--- config.mk ---
export PLATFORM = sky130hd
export DESIGN_NAME = apb_dtimer
export DESIGN_NICKNAME = d
export VERILOG_FILES = /design/src/rtl/apb_dtimer.sv
export SDC_FILE = /design/constraint.sdc
export NUM_CORES = 1
export LEC_CHECK = 0
export ABC_AREA = 0
export CAP_MARGIN = 10
export CORE_ASPECT_RATIO = 0.9
export CORE_UTILIZATION = 40
export DETAILED_ROUTE_END_ITERATION = 8
export DONT_BUFFER_PORTS = 1
export MAX_ROUTING_LAYER = met4
export SYNTH_ARGS = -nofsm -noshare
export SYNTH_HDL_FRONTEND = slang
export SYNTH_SLANG_ARGS = --single-unit
--- constraint.sdc ---
create_clock -name clk -period 4.6 [get_ports clk]
set_clock_uncertainty 0.05 [all_clocks]
set_input_delay 1.15 -clock clk [delete_from_list [all_inputs] [get_ports clk]]
set_output_delay 1.15 -clock clk [all_outputs]
set_load 0.005 [all_outputs]
--- src/rtl/apb_dtimer.sv ---
module apb_dtimer #(
  parameter int DW = 32
) (
  input  logic          clk,
  input  logic          rst_n,
  input  logic          psel,
  input  logic          penable,
  input  logic          pwrite,
  input  logic [11:0]   paddr,
  input  logic [DW-1:0] pwdata,
  output logic [DW-1:0] prdata,
  output logic          pready,
  output logic          pslverr,
  input  logic          ext_in,
  output logic          irq
);
  logic [3:0]    ctrl;
  logic [DW-1:0] cnt, rld;
  logic          ists;
  logic [2:0]    xs;

  wire wr     = psel & penable & pwrite;
  wire at_ctl = paddr[11:2] == 10'h000;
  wire at_val = paddr[11:2] == 10'h001;
  wire at_rld = paddr[11:2] == 10'h002;
  wire at_sts = paddr[11:2] == 10'h003;
  wire at_id  = paddr[11:6] == 6'h3F && paddr[5:4] != 2'b00;

  wire ld_any = wr & (at_rld | at_val);
  wire step   = ctrl[0] & (~ctrl[1] | xs[1]) & (~ctrl[2] | (xs[1] & ~xs[2]));
  wire hit    = step & ~ld_any & (cnt == DW'(1)) & ctrl[3];

  logic [7:0] id_byte;
  always_comb begin
    case (paddr[5:2])
      4'd4:    id_byte = 8'h04;
      4'd8:    id_byte = 8'h22;
      4'd9:    id_byte = 8'hB8;
      4'd10:   id_byte = 8'h1B;
      4'd12:   id_byte = 8'h0D;
      4'd13:   id_byte = 8'hF0;
      4'd14:   id_byte = 8'h05;
      4'd15:   id_byte = 8'hB1;
      default: id_byte = 8'h00;
    endcase
  end

  always_comb begin
    prdata = '0;
    if (at_ctl)      prdata = DW'(ctrl);
    else if (at_val) prdata = cnt;
    else if (at_rld) prdata = rld;
    else if (at_sts) prdata = DW'(ists);
    else if (at_id)  prdata = DW'(id_byte);
  end

  always_ff @(posedge clk) begin
    if (!rst_n) begin
      ctrl <= '0;
      cnt  <= '0;
      rld  <= '0;
      ists <= 1'b0;
      xs   <= '0;
    end else begin
      xs <= {xs[1:0], ext_in};
      if (wr && at_ctl) ctrl <= pwdata[3:0];
      if (wr && at_rld) begin
        rld <= pwdata;
        cnt <= pwdata;
      end else if (wr && at_val) begin
        cnt <= pwdata;
      end else if (step) begin
        cnt <= (cnt == '0) ? rld : cnt - DW'(1);
      end
      if (hit)                            ists <= 1'b1;
      else if (wr && at_sts && pwdata[0]) ists <= 1'b0;
    end
  end

  assign irq     = ists;
  assign pready  = 1'b1;
  assign pslverr = 1'b0;
endmodule


==> results of run 1 <==
==> cell usage after synthesis, types with 3 or more instances <==
| cell type | instances |
|---|---|
| xnor2_1 | 13 |
| or3_1 | 5 |
| a21oi_1 | 54 |
| o211ai_1 | 15 |
| a22oi_1 | 23 |
| ha_1 | 7 |
| a22o_1 | 3 |
| nor4_1 | 10 |
| buf_6 | 5 |
| nand4_1 | 6 |
| and3_1 | 8 |
| o22ai_1 | 4 |
| a21o_1 | 11 |
| a31oi_1 | 16 |
| buf_1 | 3 |
| xor2_1 | 6 |
| and2_1 | 6 |
| clkbuf_1 | 37 |
| and4_1 | 3 |
| buf_2 | 7 |
| nor2_1 | 36 |
| buf_4 | 3 |
| o21ai_0 | 30 |
| dfxtp_1 | 72 |
| or4_1 | 4 |
| nand3_1 | 40 |
| mux2i_1 | 4 |
| nor3_1 | 19 |
| inv_1 | 7 |
| o21ai_1 | 4 |
| nand2_1 | 114 |
| o31ai_1 | 5 |
| o41ai_1 | 4 |
==> metrics by stage <==
stage | setup WS, ns | cells | cell area (sq um) | hold WS [ns] | util, %
3_5_place_dp | 0.4765 | 744 | 4678 | 0.3712 | 42.39
6_report | 0.4709 | 760 | 4997 | 0.3789 | 45.28
2_1_floorplan | 0.4743 | 628 | 4614 | 0.3619 | -
4_1_cts | 0.4638 | 760 | 4997 | 0.3844 | 45.28
5_1_grt | 0.3558 | 760 | 4997 | 0.4014 | 45.28
3_3_place_gp | 0.5013 | 744 | 4678 | 0.3650 | 42.39
==> registers in the layout (all words and copies together) (netlist names) <==
| name | count |
|---|---|
| xs | 3 |
| rld | 32 |
| irq | 1 |
| ctrl | 4 |
| cnt | 32 |
==> area by class of cell <==
cell class,instances,area share (%)
clock buffers,14,5.684
flip-flops and latches,72,28.84
clock inverters,2,0.7011
inverters,8,0.6009
well taps,152,3.806
multi-input cells,490,57.06
repair buffers,22,3.305
==> power by group through the flow <==
stage	Sequential (uW)	Combinational (uW)	Clock [uW]
3_3_place_gp	639	32.0	0
4_1_cts	625	32.5	754
5_1_grt	625	36.2	782
2_1_floorplan	639	28.0	0
3_5_place_dp	639	32.3	0
6_report	625	32.8	746
==> worst paths after layout <==
| check | start | endpoint | slack, ns | cells after the start |
|---|---|---|---|---|
| worst min register to register | xs[0] | xs[1] | 0.38 | 1 |
| worst min-delay path | xs[0] | xs[1] | 0.38 | 1 |
| worst max-delay path | paddr[4] | prdata[31] | 0.47 | 7 |
| worst max register to register | cnt[8] | cnt[29] | 1.95 | 5 |
==> routing by layer <==
layer	wire, microns	track usage (%)
met1	6840	34.21
met2	6509	38.21
met3	1002	4.662
met4	206	9.740
met5	0	-
==> critical path: stages <==
cell     delay [ns]
nor4_1         0.28
buf_4          0.19
and3_1         0.41
nor2b_2        0.23
buf_4          0.31
a22oi_1        0.16
nor2_1         0.20
==> kinds of logic after synthesis <==
logic type / share of synthesized area, %
other: 0.1628
AOI/OAI and AO/OA: 25.43
buffers and inverters: 7.158
adders and majority gates: 1.898
muxes: 0.8677
DFF: 31.24
xor gates and xnor gates: 3.606
and+or+nand+nor: 29.64
==> out/results.ini, run 1 <==
[logic_synthesis]
syn_area_sq_um = 4614
synth_top_area_share_pct = 31.24
ys.flop_type = dfxtp_1
ys_top_cells_by_area = dfxtp_1 (31%), nand2_1 (9.3%), a21oi_1 (5.9%)
ys_ff_latch = 72
synth-edff-count = 0
ys_async_sr_fraction_pct = 0
synth_seq_area_share_pct = 31.24
syn_inst = 628
yosysUniqueCellTypes = 66
avgSynthCellArea_sq_um = 7.348
ys.warnings.count = 0
syn_nets = 685
yosysTopAreaCell = dfxtp_1

[cts]
ctsResizeCount = 0
worstSkewPairLatency_ns = 0.34
numCtsBuffers = 9
cts.sinks = 72
clk_pin_slew_worst_paths_ns = 0.05
root_buffer = clkbuf_16
htree_levels = 3
cts_buffer_depth = 2
holdBufCountCts = 0
postCtsSetupRepairBufs = 0
tritoncts = done

[final_layout]
final_cell_mix = nand2_1 (114), dfxtp_1 (72), a21oi_1 (54), nand3_1 (40), nor2_1 (36)
syn2layout_area_growth_pct = 8.297
layout-drive-gt1-share_pct = 8.717
register_area_sq_um = 1441
multi_input_area_sq_um = 2851
n_fill_cell = 1152
final_common_cell = nand2_1
nets = 660
num_antenna_cells = 0

[power]
clkPwrFrac_pct = 53.1
switchingPower_uw = 290.4
max-vdd-ir-drop_v = 0.0002172
pwr-share-seq_pct = 44.5
static-leakage-power_uw = 0.001752
intPower_uw = 1113
p_comb_share_pct = 2.3
sw_frac_of_total_pct = 20.69
powerDensity_nw_per_um2 = 280.9
p_total_uw = 1404

[sta]
fin_setup_tns_ns = 0
setup_violations = 0
slew_violations = 0
finalHoldViolCount = 0
slew_headroom_pct = 40.29
worstMarginPinSlew_ns = 0.8957
post-route-period-util_pct = 89.76
fmax_mhz = 242.2
period_needed_ns = 4.129
rsz0062_at_grt = false

[grt]
grt_start_max_net_pins = 60
grt_pass1_vias = 4390
antenna_found_initial = 0
grt_use_total_pct = 25.61
overflow = 0
grt_pass1_wl_microns = 23070

[route]
drt_iter0_markers = 438
drtPass1Iterations = 5
route.vias.total = 4644
drc = 0
wl_per_cell_microns = 19.16
wirelength_microns = 14560
antenna_left = 0
vias_per_cell = 6.111

[place]
dp.final_hpwl_microns = 9904
port_buffers = 0
globalplace.congestion = 0.8694

[die]
fp.dieH_microns = 103.9
num_rows = 36
die_area_sq_um = 11970
coreArea_sq_um = 11040
start_util_pct = 41.81
die_w_microns = 115.2
pin_count = 85

[worst_setup_path]
startpoint_type = input pin
critical_path.max_fanout = 23
arrival_ns = 2.93
endpoint_kind = output port
cp.required_ns = 3.40
path_class = input pin to output port

[run]
cap_violations = 0

[min_path]
min_path_type = register to register

[status]
status = completed

(Power assumes the default switching activity.)
==> inputs of run 2 (changes only) <==
--- a/config.mk
+++ b/config.mk
@@ -5,7 +5,7 @@
 export SDC_FILE = /design/constraint.sdc
 export NUM_CORES = 1
 export LEC_CHECK = 0
-export ABC_AREA = 0
+export ABC_AREA = 1
 export CAP_MARGIN = 10
 export CORE_ASPECT_RATIO = 0.9
 export CORE_UTILIZATION = 40
==> run 2 against run 1 <==
Net effect: utilization fell by 0.82 points; die area rose by 16%; sequential cell count stayed put; design area is 15% higher; sequential power barely moved; wire length rose by 13%; clock power is essentially flat; clock-buffer cell count shrank 3; non-clock buffer count is 11 lower; global-route usage is 0.15 points higher; critical path type unchanged; largest power group unchanged.
==> out/results.ini, run 2 <==
[sta]
whs_ns = 0.3598
finalHoldViolCount = 0
worstMarginPinSlew_ns = 0.8498
post-route-period-util_pct = 83.85
setup_violations = 0
slew_headroom_pct = 43.22
fin_setup_tns_ns = 0
period_needed_ns = 3.857
slew_violations = 0
fmax_mhz = 259.3
setup_slack_ns = 0.7428
rsz0062_at_grt = false

[logic_synthesis]
synthAdderAreaFrac_pct = 1.632
ys_async_sr_fraction_pct = 0
synth-edff-count = 0
synth_top_family_by_area = simple AND/OR/NAND/NOR gates
synth_xor_area_share_pct = 1.632
syn_inst = 868
avgSynthCellArea_sq_um = 6.182
ys.flop_type = dfxtp_1
yosysTopAreaCell = dfxtp_1
ys.warnings.count = 0
syn_area_sq_um = 5366
yosysUniqueCellTypes = 40
yosysMostFrequentCell = nand2_1
ys_ff_latch = 72
ys_top_cells_by_area = dfxtp_1 (27%), nand2_1 (13%), nand3_1 (13%)
syn_nets = 925
synth_compound_area_share_pct = 15.67
synth_seq_area_share_pct = 26.86
synth.top_cells.by_count = nand2_1 (191), nand3_1 (136), inv_1 (90)
yosys.area_share.simple_pct = 42.27
synthMuxAreaShare_pct = 0
synth_top_area_share_pct = 26.86

[cts]
worstSkewPairLatency_ns = 0.34
cts_buffer_depth = 2
ctsResizeCount = 0
numCtsBuffers = 9
htree_levels = 3
cts.sinks = 72
postCtsSetupRepairBufs = 0
tritoncts = done
holdBufCountCts = 0
root_buffer = clkbuf_16
clk_pin_slew_worst_paths_ns = 0.06

[route]
drt_iter0_markers = 398
wirelength_microns = 16480
drc = 0
wl_per_cell_microns = 16.28
vias_per_cell = 5.292
drtPass1Iterations = 5
route.vias.total = 5355
antenna_left = 0

[die]
die_w_microns = 124.1
start_util_pct = 41.66
fp.dieH_microns = 111.9
pin_count = 85
num_rows = 39
die_area_sq_um = 13880
coreArea_sq_um = 12880

[status]
status = completed

[final_layout]
register_area_sq_um = 1441
stdcell_count = 1012
multi_input_area_sq_um = 3303
postLayoutCellArea_sq_um = 5728
reg_top3 = cnt (32), rld (32), ctrl (4)
n_fill_cell = 1439
layout-drive-gt1-share_pct = 10.26
syn2layout_area_growth_pct = 6.738
num_antenna_cells = 0
final_cell_mix = nand2_1 (190), nand3_1 (136), inv_1 (90), a21oi_1 (83), nor2_1 (81)
final_common_cell = nand2_1
nets = 901

[place]
dp.cells = 997
port_buffers = 0
dp.final_hpwl_microns = 11380
preCtsSetupSlack_ns = 0.7764
placed_area_sq_um = 5425
globalplace.congestion = 0.9555

[run]
cap_violations = 0

[worst_setup_path]
crit_chain = inv_1 > ha_1 > inv_1 > nor3_2 > buf_4 > clkinv_1 > o21ai_0 > o21bai_1 > nand2_1
cpPeakStageDelay_ns = 0.27
worst_path_most_repeated_cell = inv_1
arrival_ns = 2.66
critical_path.max_fanout = 13
startpoint_type = input pin
path_class = input pin to output port
cp.required_ns = 3.40
critPathSlowestCell = clkinv_1
endpoint_kind = output port

[power]
max-vdd-ir-drop_v = 0.0001754
static-leakage-power_uw = 0.002490
powerDensity_nw_per_um2 = 247.6

[grt]
overflow = 0
grt_pass1_wl_microns = 26790
grt_use_total_pct = 25.76
grt_start_max_net_pins = 57
grt_pass1_vias = 4971
antenna_found_initial = 0

[min_path]
min_path_type = register to register

[run 2: final timing paths]
path / start / cells after the start / slack [ns] / endpoint
max: paddr[3] / 9 / 0.74 / prdata[3]
min: xs[0] / 2 / 0.36 / xs[1]
max reg2reg: cnt[0] / 11 / 2.43 / cnt[2]
min reg2reg: xs[0] / 2 / 0.36 / xs[1]
[run 2: area by class of cell]
cell class	instances	share of cell area, %
multi-input combinational	646	57.67
sequential	72	25.16
inverter	104	6.859
clock buffer	11	4.063
tap	164	3.582
timing repair buffer	11	1.442
clock inverter	4	1.223
[run 2: logic make-up after synthesis]
logic type	Yosys count
adder cells (fa/ha/maj)	7
XOR/XNOR	10
other	2
AND/OR/NAND/NOR	475
AO/OA/AOI/OAI	152
buffers and inverters	150
flip-flops	72
[run 2: worst max-delay path: cells and delay by family]
kind	cells	cell delay [ns]
buffers and inverters	4	0.70
AND/OR/NAND/NOR	2	0.30
AO/OA/AOI/OAI	2	0.30
adder cells (fa/ha/maj)	1	0.21
[run 2: metal layers]
metal / vias up / routed length, microns / GRT usage [%]
met5: - / 0 / -
met4: 0 / 140 / 5.238
li1: 2782 / - / -
met2: 150 / 6759 / 35.17
met1: 2411 / 8493 / 38.30
met3: 12 / 1081 / 5.430
[run 2: power by group]
group	switching, uW	internal [uW]	total [uW]
Clock	276	471	746
Combinational	34.3	12.5	46.8
Sequential	0.447	625	625
[run 2: stage by stage]
| step | util [%] | power (uW) |
|---|---|---|
| after global routing | 44.46 | 1463 |
| after global placement | 42.11 | 685.3 |
| final | 44.46 | 1418 |
| after CTS | 44.46 | 1421 |
| after floorplan | - | 679.0 |
| after detailed placement | 42.11 | 685.2 |
